`src/rtl/flush_seq_pkg.sv`:
```
package flush_seq_pkg;

  typedef enum logic [2:0] {
    W_IDLE  = 3'd0,
    W_DSCAN = 3'd1,
    W_DWB   = 3'd2,
    W_ISCAN = 3'd3,
    W_ACK   = 3'd4
  } walk_state_t;

  localparam logic [2:0] CYC_NONE      = 3'b000;
  localparam logic [2:0] CYC_FLUSH_ACK = 3'b011;

endpackage

```
`src/rtl/flush_edge_latch.sv`:
```
module flush_edge_latch (
  input  logic clk,
  input  logic rst_n,
  input  logic flush_n,
  input  logic stop_clk,
  input  logic init_in,
  input  logic prdy_in,
  input  logic start,
  output logic pending,
  output logic float_test
);

  logic prev_q, prev_d;
  logic armed_q, armed_d;
  logic pend_q, pend_d;
  logic float_q, float_d;
  logic samp_en, fall;

  always_comb begin
    samp_en = ~stop_clk & ~init_in & ~prdy_in;
    fall    = armed_q & samp_en & prev_q & ~flush_n;
    prev_d  = flush_n;
    armed_d = 1'b1;
    float_d = float_q | (~armed_q & ~flush_n);
    pend_d  = fall | (pend_q & ~start);
  end

  always_ff @(posedge clk or negedge rst_n) begin
    if (!rst_n) begin
      prev_q  <= 1'b1;
      armed_q <= 1'b0;
      pend_q  <= 1'b0;
      float_q <= 1'b0;
    end else begin
      prev_q  <= prev_d;
      armed_q <= armed_d;
      pend_q  <= pend_d;
      float_q <= float_d;
    end
  end

  assign pending    = pend_q;
  assign float_test = float_q;

endmodule

```
`src/rtl/cache_line_bits.sv`:
```
module cache_line_bits #(
  parameter int LINES     = 8,
  parameter int IDX_W     = 3,
  parameter bit HAS_DIRTY = 1'b1
) (
  input  logic             clk,
  input  logic             rst_n,
  input  logic             set_en,
  input  logic [IDX_W-1:0] set_idx,
  input  logic             set_dirty,
  input  logic             clr_en,
  input  logic [IDX_W-1:0] clr_idx,
  output logic [LINES-1:0] valid,
  output logic [LINES-1:0] dirty
);

  for (genvar g = 0; g < LINES; g++) begin : g_line
    logic hit_set, hit_clr, v_en, v_d, v_q;

    always_comb begin
      hit_set = set_en & (set_idx == IDX_W'(g));
      hit_clr = clr_en & (clr_idx == IDX_W'(g));
      v_en    = hit_set | hit_clr;
      v_d     = hit_clr ? 1'b0 : 1'b1;
    end

    always_ff @(posedge clk or negedge rst_n) begin
      if (!rst_n)    v_q <= 1'b0;
      else if (v_en) v_q <= v_d;
    end
    assign valid[g] = v_q;

    if (HAS_DIRTY) begin : g_dirty
      logic d_en, d_d, d_q;
      always_comb begin
        d_en = hit_set | hit_clr;
        d_d  = hit_clr ? 1'b0 : set_dirty;
      end
      always_ff @(posedge clk or negedge rst_n) begin
        if (!rst_n)    d_q <= 1'b0;
        else if (d_en) d_q <= d_d;
      end
      assign dirty[g] = d_q;
    end else begin : g_nodirty
      assign dirty[g] = 1'b0;
    end
  end

  if (!HAS_DIRTY) begin : g_tie
    logic unused_dirty_in;
    assign unused_dirty_in = set_dirty;
  end

endmodule

```
`src/rtl/flush_walker.sv`:
```
module flush_walker
  import flush_seq_pkg::*;
#(
  parameter int LINES = 8,
  parameter int IDX_W = 3
) (
  input  logic             clk,
  input  logic             rst_n,
  input  logic             pending,
  input  logic             insn_boundary,
  input  logic [LINES-1:0] dc_dirty,
  input  logic             wb_ack,
  output logic             start,
  output logic             busy,
  output logic             wb_req,
  output logic [IDX_W-1:0] wb_idx,
  output logic             dc_clr_en,
  output logic             ic_clr_en,
  output logic [IDX_W-1:0] clr_idx,
  output logic             ack_cycle,
  output logic [2:0]       cycle_type
);

  localparam logic [IDX_W-1:0] LAST_IDX = IDX_W'(LINES - 1);

  walk_state_t      state_q, state_d;
  logic [IDX_W-1:0] idx_q, idx_d;
  logic             idx_en, last;

  always_comb begin
    state_d    = state_q;
    idx_d      = idx_q;
    idx_en     = 1'b0;
    wb_req     = 1'b0;
    dc_clr_en  = 1'b0;
    ic_clr_en  = 1'b0;
    ack_cycle  = 1'b0;
    cycle_type = CYC_NONE;
    last       = (idx_q == LAST_IDX);
    start      = pending & insn_boundary & (state_q == W_IDLE);

    unique case (state_q)
      W_IDLE: begin
        if (start) begin
          state_d = W_DSCAN;
          idx_d   = '0;
          idx_en  = 1'b1;
        end
      end
      W_DSCAN: begin
        if (dc_dirty[idx_q]) begin
          state_d = W_DWB;
        end else begin
          dc_clr_en = 1'b1;
          idx_en    = 1'b1;
          if (last) begin
            state_d = W_ISCAN;
            idx_d   = '0;
          end else begin
            idx_d   = idx_q + 1'b1;
          end
        end
      end
      W_DWB: begin
        wb_req = 1'b1;
        if (wb_ack) begin
          dc_clr_en = 1'b1;
          idx_en    = 1'b1;
          if (last) begin
            state_d = W_ISCAN;
            idx_d   = '0;
          end else begin
            state_d = W_DSCAN;
            idx_d   = idx_q + 1'b1;
          end
        end
      end
      W_ISCAN: begin
        ic_clr_en = 1'b1;
        if (last) begin
          state_d = W_ACK;
        end else begin
          idx_d  = idx_q + 1'b1;
          idx_en = 1'b1;
        end
      end
      W_ACK: begin
        ack_cycle  = 1'b1;
        cycle_type = CYC_FLUSH_ACK;
        state_d    = W_IDLE;
      end
      default: state_d = W_IDLE;
    endcase
  end

  always_ff @(posedge clk or negedge rst_n) begin
    if (!rst_n) begin
      state_q <= W_IDLE;
      idx_q   <= '0;
    end else begin
      state_q <= state_d;
      if (idx_en) idx_q <= idx_d;
    end
  end

  assign busy    = (state_q != W_IDLE);
  assign wb_idx  = idx_q;
  assign clr_idx = idx_q;

endmodule

```
`src/rtl/flush_seq_top.sv`:
```
module flush_seq_top #(
  parameter int LINES = 8,
  parameter int IDX_W = $clog2(LINES)
) (
  input  logic             clk,
  input  logic             rst_n,
  input  logic             flush_n,
  input  logic             insn_boundary,
  input  logic             stop_clk,
  input  logic             init_in,
  input  logic             prdy_in,
  input  logic             fill_en,
  input  logic             fill_icache,
  input  logic [IDX_W-1:0] fill_idx,
  input  logic             fill_dirty,
  input  logic             wb_ack,
  output logic             wb_req,
  output logic [IDX_W-1:0] wb_idx,
  output logic             busy,
  output logic             ack_cycle,
  output logic [2:0]       cycle_type,
  output logic             float_test,
  output logic [LINES-1:0] dc_valid,
  output logic [LINES-1:0] dc_dirty,
  output logic [LINES-1:0] ic_valid
);

  logic             pending, start;
  logic             dc_clr_en, ic_clr_en;
  logic [IDX_W-1:0] clr_idx;
  logic             dc_set, ic_set;
  logic [LINES-1:0] ic_dirty_nc;

  assign dc_set = fill_en & ~busy & ~fill_icache;
  assign ic_set = fill_en & ~busy &  fill_icache;

  flush_edge_latch u_latch (
    .clk        (clk),
    .rst_n      (rst_n),
    .flush_n    (flush_n),
    .stop_clk   (stop_clk),
    .init_in    (init_in),
    .prdy_in    (prdy_in),
    .start      (start),
    .pending    (pending),
    .float_test (float_test)
  );

  flush_walker #(.LINES(LINES), .IDX_W(IDX_W)) u_walk (
    .clk           (clk),
    .rst_n         (rst_n),
    .pending       (pending),
    .insn_boundary (insn_boundary),
    .dc_dirty      (dc_dirty),
    .wb_ack        (wb_ack),
    .start         (start),
    .busy          (busy),
    .wb_req        (wb_req),
    .wb_idx        (wb_idx),
    .dc_clr_en     (dc_clr_en),
    .ic_clr_en     (ic_clr_en),
    .clr_idx       (clr_idx),
    .ack_cycle     (ack_cycle),
    .cycle_type    (cycle_type)
  );

  cache_line_bits #(.LINES(LINES), .IDX_W(IDX_W), .HAS_DIRTY(1'b1)) u_dbits (
    .clk       (clk),
    .rst_n     (rst_n),
    .set_en    (dc_set),
    .set_idx   (fill_idx),
    .set_dirty (fill_dirty),
    .clr_en    (dc_clr_en),
    .clr_idx   (clr_idx),
    .valid     (dc_valid),
    .dirty     (dc_dirty)
  );

  cache_line_bits #(.LINES(LINES), .IDX_W(IDX_W), .HAS_DIRTY(1'b0)) u_ibits (
    .clk       (clk),
    .rst_n     (rst_n),
    .set_en    (ic_set),
    .set_idx   (fill_idx),
    .set_dirty (fill_dirty),
    .clr_en    (ic_clr_en),
    .clr_idx   (clr_idx),
    .valid     (ic_valid),
    .dirty     (ic_dirty_nc)
  );

  logic unused_ic_dirty;
  assign unused_ic_dirty = |ic_dirty_nc;

endmodule

```
`config.mk`:
```
export PLATFORM = sky130hd
export DESIGN_NAME = flush_seq_top
export DESIGN_NICKNAME = d
export VERILOG_FILES = /design/src/rtl/flush_seq_pkg.sv /design/src/rtl/flush_edge_latch.sv /design/src/rtl/cache_line_bits.sv /design/src/rtl/flush_walker.sv /design/src/rtl/flush_seq_top.sv
export SDC_FILE = /design/constraint.sdc
export NUM_CORES = 1
export LEC_CHECK = 0
export BUFFER_PORTS_ARGS = -buffer_cell sky130_fd_sc_hd__buf_2
export CAP_MARGIN = 20
export CORE_AREA = 3 3 84 86
export CTS_BUF_LIST = sky130_fd_sc_hd__clkbuf_2
export DETAILED_ROUTE_END_ITERATION = 8
export DIE_AREA = 0 0 87 89
export PLACE_DENSITY = 0.48
export SYNTH_ARGS = -nofsm -noshare
export SYNTH_HDL_FRONTEND = slang
export SYNTH_SLANG_ARGS = --single-unit
export TNS_END_PERCENT = 20
```
`constraint.sdc`:
```
create_clock -name clk -period 5.42 [get_ports clk]
set_input_delay 0.271 -clock clk [delete_from_list [all_inputs] [get_ports clk]]
set_output_delay 0.271 -clock clk [all_outputs]
set_load 0.03 [all_outputs]
```
==> out/qor.txt, run 1 <==
syn avg cell area: 10.0 µm²
filler instances: 689
Area after DPL: 1980 µm²
gr ovfl total: 0
drt drc: 0
status: completed
Rows: 29
Crit. End Element: flip-flop
critical path fanouts, max: 8
clock slew at reported path FFs: 190 ps
crit path cell chain: ha_1 -> ha_1 -> nand2b_1 -> nand3_1 -> o21ai_0 -> a21o_2 -> mux2_2
most frequent cells after synthesis: a21oi_1, dfrtp_1, buf_4, mux2i_1, nand2_1
Clock Skew: 21.6 ps
Pins Over Slew Limit: 0
Max IR drop VDD: 0.000261 V
Sink Count: 34
WL/cell: 16.1 µm
delay-heaviest family, CP: adder cells
top cell type by total area after synthesis: dfrtp_1
Finished Layout Cells: 288
Detail Placement HPWL: 3390 µm
most frequent CP cell: ha_1
Post-Synthesis Cells: 188
initial drt markers: 61
boundary pin count: 48
WHS Endpoint: u_latch.pending
ANT cells: 0
reg2reg setup slack: 3300 ps
crit share post-route: 39.2%
max capacitance violation total: 0
CP Class: flip-flop to flip-flop
initial antenna violation count: 0
CP peak stage delay: 550 ps
RR Endpoint: u_walk.clr_idx[0]
Die Wd: 87 µm
clk buf depth: 2
Global Route Usage Sum: 12.5%
number of global-route vias before repair: 1352
top cells by area, synth: dfrtp_1, buf_4, a21oi_1
Hold Path Cell Cnt: 3
Async SR Flop Fraction: 100%
count of cell types in the netlist: 34
worst-skew pair later-pin latency: 400 ps
WP data required: 5710 ps
Fin Setup TNS: 0 ps
Root Driver: clkbuf_2
reg2reg start: u_walk.clr_idx[0]
reg2reg path depth: 7
top-area cell type share of the netlist area: 43.9%
HP Class: input port to flip-flop
Fin. Hold Viols: 0
CTS tree: done
final setup fails: 0
Post-Route WL: 4630 µm
TritonCTS buffer count: 5
die area: 7740 µm²
Critical Path Start Type: flip-flop
post-CTS setup buffer count: 0
Via Count: 1395
hold_sp: insn_boundary
core area: 6350 µm²
last weighted congestion value of the routability-driven placer: 0.751
placed instance count: 278
DRT Pass-1 Iters: 4
synthesized cell area: 1880 µm²
#FFs+latches synth: 34
Critical Path AT: 2420 ps
effective utilization at floorplan: 29.6%
Min Hold Slack: 173 ps
Most used DFF post-synth: dfrtp_1
Bufs and invs on worst path: 0
first-pass GRT wire length: 7390 µm
LEAKAGE: 1.04 nW
final instance area: 2060 µm²
Final nets: 230
fmax: 471 MHz
sequential area share after synthesis: 45.3%
RSZ-0062 raised after global routing: no
share of post-route cells with drive strength above 1: 29.4%
Crit-path slowest cell: dfrtp_1
area grow syn2layout: 9.65%
PortBufs: 46
post-route minimum period: 2120 ps
Die Y-Extent: 89 µm
ANT nets after route: 0
Post-synth EDFFs: 0
pwr dens: 604 nW/µm²
measured slew at the worst slew-check pin: 791 ps
Pwr Total: 1.25 mW
Max-slew headroom: 47.3%
vias per cell: 4.84
H-tree levels: 2
most frequent cell after synthesis: a21oi_1
post-synthesis net count: 208
largest net degree at the start of global routing: 35
synth warn: 0
-- logic make-up after synthesis --
family	after synthesis	share of synthesized area, %
AO/OA/AOI/OAI	52	15.3
adder cells (fa/ha/maj)	6	3.99
buffers and inverters	40	13.6
flip-flops	34	45.3
multiplexers	16	9.25
other	2	0.399
AND/OR/NAND/NOR	38	12.1
-- worst reg2reg max path, cell delays in order, from the launching register on --
cell and delay [ps]:
dfrtp_1 550, ha_1 280, ha_1 280, nand2b_1 190
nand3_1 100, o21ai_0 110, a21o_2 270, mux2_2 260
-- cell usage in the layout, fill, tap and decap left out, drive strengths merged --
master	count
a21boi	1
nor2	8
ha	6
clkinv	2
dfrtp	33
dfstp	1
conb	2
nand3	4
nand2	11
dlygate4sd3	2
a32o	1
nor4b	1
nor3b	3
buf	46
inv	7
a21oi	38
and4	1
a31oi	6
or4b	1
nor3	2
a21o	1
mux2	1
nand2b	3
o21ai	2
and2b	1
clkbuf	5
o221ai	1
o21bai	2
nor2b	3
mux2i	14
mux4	1
bufinv	1
-- worst max-delay path by stage --
| stage | startpoint | end | slack [ps] | cells after the start |
|---|---|---|---|---|
| 3_3_place_gp | u_walk.clr_idx[0] | u_walk.clr_idx[0] | 3290 | 7 |
| 5_1_grt | u_walk.clr_idx[0] | u_walk.clr_idx[0] | 3110 | 7 |
| 6_report | u_walk.clr_idx[0] | u_walk.clr_idx[0] | 3300 | 7 |
| 4_1_cts | u_walk.clr_idx[0] | u_dbits.g_line[4].v_q | 3280 | 5 |
| 3_5_place_dp | u_walk.clr_idx[0] | u_walk.clr_idx[0] | 3310 | 7 |
| 2_1_floorplan | u_walk.state_q[0] | cycle_type[0] | 3400 | 3 |
-- metrics by stage --
| step | setup slack (ps) | utilization, % |
|---|---|---|
| 4_1_cts | 3280 | 32.5 |
| 6_report | 3300 | 32.5 |
| 3_5_place_dp | 3310 | 31.1 |
| 2_1_floorplan | 3400 | - |
| 3_3_place_gp | 3290 | 31.1 |
| 5_1_grt | 3110 | 32.5 |
-- layer usage --
layer,global-route usage (%),wire [µm]
met4,3.40,49
met5,0,0
met3,3.69,244
met2,18.9,2140
met1,17.5,2190
-- area by class of cell --
cell class                      instances  area (µm²)  share of cell area (%)
Sequential cell                        34         852                    41.3
Multi-Input combinational cell        114         772                    37.4
Clock buffer                            5        25.0                    1.21
Timing Repair Buffer                   48         250                    12.1
Inverter                                7        26.3                    1.27
Tap cell                               77        96.3                    4.67
Clock inverter                          3        40.0                    1.94
-- where the power goes --
group,internal (mW),switching (mW)
clock,0.0766,0.0966
sequential,0.352,0.0932
combinational,0.202,0.425
-- state kept, by name, indices dropped and copies added (netlist names) --
signal and flops:
u_dbits.g_line.g_dirty.d_q 8, u_latch.float_test 1, u_walk.state_q 3, u_ibits.g_line.v_q 8, u_latch.armed_q 1, u_dbits.g_line.v_q 8
u_latch.prev_q 1, u_latch.pending 1, u_walk.clr_idx 3
-- repair_timing --
| item | 4_1_cts | 5_1_grt |
|---|---|---|
| hold endpoints to repair | 34 | 0 |
| hold buffers | 2 | 0 |
| resized for setup | 0 | 0 |
No activity file was read; power rests on OpenSTA's default activity.
==> run 2: changes to the inputs <==
--- a/config.mk
+++ b/config.mk
@@ -5,13 +5,14 @@
 export SDC_FILE = /design/constraint.sdc
 export NUM_CORES = 1
 export LEC_CHECK = 0
+export ABC_AREA = 1
 export BUFFER_PORTS_ARGS = -buffer_cell sky130_fd_sc_hd__buf_2
 export CAP_MARGIN = 20
-export CORE_AREA = 3 3 84 86
+export CORE_AREA = 3 3 87 89
 export CTS_BUF_LIST = sky130_fd_sc_hd__clkbuf_2
 export DETAILED_ROUTE_END_ITERATION = 8
-export DIE_AREA = 0 0 87 89
-export PLACE_DENSITY = 0.48
+export DIE_AREA = 0 0 90 92
+export PLACE_DENSITY = 0.47
 export SYNTH_ARGS = -nofsm -noshare
 export SYNTH_HDL_FRONTEND = slang
 export SYNTH_SLANG_ARGS = --single-unit
==> constraint.sdc (replaced) <==
create_clock -name clk -period 2.1 [get_ports clk]
set_input_delay 0.105 -clock clk [delete_from_list [all_inputs] [get_ports clk]]
set_output_delay 0.105 -clock clk [all_outputs]
set_load 0.03 [all_outputs]
==> run 2 against run 1 <==
Register-to-register slack got worse by 3000 ps. Combinational power rose to 2.9 times the previous value. Via count grew 17%. Wire length up 3.4%. Critical path depth increased by 2. Critical endpoint is now u_walk.clr_idx[1]. Largest cell class unchanged.
==> out/qor.txt, run 2 <==
status: completed
DP Worst Slack: 349 ps (-2970 ps)
synthesized cell area: 2020 µm² (+7.3%)
Via Count: 1634 (+17%)
Sink Count: 34 (unchanged)
Post-synth EDFFs: 0 (unchanged)
CTS tree: done
WL/cell: 12.8 µm (-20%)
DRT Pass-1 Iters: 4 (unchanged)
Logic pwr share: 57.0% (+6.7 points)
largest net degree at the start of global routing: 35 (unchanged)
sw frac: 52.7% (+3.3 points)
Clock Skew: 21.4 ps (-0.140 ps)
Fin. Hold Viols: 0 (unchanged)
pwr dens: 1440 nW/µm² (+140%)
share of post-route cells with drive strength above 1: 25.3% (-4.1 points)
Pint: 1.51 mW (+140%)
sequential area share after synthesis: 42.2% (-3.1 points)
Storage cell area: 852 µm² (unchanged)
effective utilization at floorplan: 29.5% (-0.074 points)
most frequent cell after synthesis: inv_1
Area after DPL: 2140 µm² (+8.2%)
HP Class: input port to flip-flop
Seq pwr share: 33.1% (-2.7 points)
Clock power frac: 9.9% (-4.0 points)
LEAKAGE: 1.17 nW (+12%)
boundary pin count: 48 (unchanged)
placed instance count: 361 (+30%)
H-tree levels: 2 (unchanged)
most common cell after layout, fill and taps aside: buf_2
final core utilization: 32.5% (about the same)
worst-skew pair later-pin latency: 410 ps (about the same)
measured slew at the worst slew-check pin: 766 ps (-25.3 ps)
top cells by area, synth: dfrtp_1, buf_4, inv_1
Critical Path Start Type: flip-flop
Pwr Total: 3.19 mW (+160%)
final instance area: 2220 µm² (+7.5%)
ANT nets after route: 0 (unchanged)
ANT cells: 0 (unchanged)
CP Class: flip-flop to flip-flop
drt drc: 0 (unchanged)
vias per cell: 4.38 (-9.6%)
Die Wd: 90 µm (+3.4%)
clock slew at reported path FFs: 180 ps (about the same)
initial antenna violation count: 0 (unchanged)
count of cell types in the netlist: 27 (-21%)
RSZ-0062 raised after global routing: no
WP data required: 2440 ps (-3270 ps)
area grow syn2layout: 9.86%
Post-Synthesis Cells: 251 (+34%)
Global Route Usage Sum: 12.4% (-0.10 points)
die area: 8280 µm² (+6.9%)
Die Y-Extent: 92 µm (+3.4%)
#FFs+latches synth: 34 (unchanged)
Min Hold Slack: 24.0 ps (-149 ps)
post-synthesis net count: 271 (+30%)
Final nets: 296 (+29%)
Pins Over Slew Limit: 0 (unchanged)
syn avg cell area: 8.04 µm² (-20%)
PortBufs: 46 (unchanged)
clk buf depth: 2 (unchanged)
Critical Path AT: 2110 ps (-310 ps)
switching pwr: 1.68 mW (+170%)
Max IR drop VDD: 0.000488 V (+87%)
most frequent cells after synthesis: inv_1, dfrtp_1, nor2_1, buf_4
filler instances: 779 (+13%)
Multi-input gate area: 782 µm² (+1.3%)
number of global-route vias before repair: 1672 (+24%)
initial drt markers: 76 (+25%)
Fin Setup TNS: 0 ps (unchanged)
Rows: 30 (+3.4%)
Detail Placement HPWL: 3520 µm (+4.0%)
Max-slew headroom: 49.0% (+1.7 points)
crit share post-route: 84.3% (+45 points)
Crit. End Element: flip-flop
fmax: 565 MHz (+20%)
final worst slack: 329 ps (-2970 ps)
first-pass GRT wire length: 8170 µm (+11%)
biggest regs: u_dbits.g_line.g_dirty.d_q (8), u_dbits.g_line.v_q (8), u_ibits.g_line.v_q (8)
Most used DFF post-synth: dfrtp_1
core area: 6830 µm² (+7.6%)
reg2reg setup slack: 330 ps (-2970 ps)
critical path fanouts, max: 7 (-1)
post-route minimum period: 1770 ps (-352 ps)
Root Driver: clkbuf_2
Async SR Flop Fraction: 100% (unchanged)
synth warn: 0 (unchanged)
max capacitance violation total: 0 (unchanged)
final setup fails: 0 (unchanged)
top-area cell type share of the netlist area: 40.9% (-3.0 points)
commonest cells after routing, fill and taps aside: buf_2, inv_1, dfrtp_1, nor2_1
Post-Route WL: 4790 µm (+3.4%)
top cell type by total area after synthesis: dfrtp_1
last weighted congestion value of the routability-driven placer: 0.797 (+6.1%)
Finished Layout Cells: 373 (+30%)
gr ovfl total: 0 (unchanged)
TritonCTS buffer count: 5 (unchanged)
-- run 2: per-layer routing --
layer	vias up	global-route usage, %	part of all wire (%)
li1	828	-	-
met1	760	16.5	48
met2	39	19.5	45
met3	7	3.36	5.2
met4	0	4.21	1.4
met5	-	0	0
-- run 2: final timing paths --
check / end / cells after the start / startpoint
max: u_walk.clr_idx[1] / 9 / u_walk.clr_idx[1]
min: u_latch.pending / 4 / insn_boundary
max reg2reg: u_walk.clr_idx[1] / 9 / u_walk.clr_idx[1]
min reg2reg: u_latch.float_test / 1 / u_latch.armed_q
max in group asynchronous: u_walk.clr_idx[1] / 2 / rst_n
min in group asynchronous: u_dbits.g_line[1].v_q / 2 / rst_n
-- run 2: repair_timing --
| action | CTS | global route |
|---|---|---|
| hold buffers | 4 | 0 |
| buffers inserted | 0 | 0 |
| setup endpoints to repair | 0 | 0 |
| gates resized for setup | 0 | 0 |
| endpoints found under the hold margin | 36 | 0 |
-- run 2: cells by family (layout without fill, tap and decap cells) --
logic type	after synthesis	in the layout	synth area share, %
AO/OA/AOI/OAI	40	40	11.1
other	2	2	0.372
adder cells (fa/ha/maj)	6	6	3.72
flip-flops	34	34	42.2
buffers and inverters	72	98	19.0
AND/OR/NAND/NOR	97	97	23.6
-- run 2: area by class of cell --
cell class | instances | share of cell area, %
sequential | 34 | 38.4
multi-input combinational | 145 | 35.3
timing repair buffer | 51 | 12.5
inverter | 39 | 6.60
tap | 96 | 5.42
clock buffer | 6 | 1.35
clock inverter | 2 | 0.395
-- run 2: worst max-delay path, cell delays in order (launching register included) --
cell and delay [ps]:
dfrtp_1 500, ha_1 250, ha_1 220, inv_1 140, nor2_1 100, nor3_1 170, nand2_1 160, inv_2 90
nand2_1 50, nand2_1 50
-- run 2: power by group through the flow --
stage               Sequential (mW)  Clock, mW  Combinational [mW]
floorplan                      1.09          0                1.60
global placement               1.07          0                1.84
detailed placement             1.08          0                1.84
CTS                            1.06      0.326                1.85
global route                   1.10      0.356                2.07
finish                         1.05      0.317                1.82
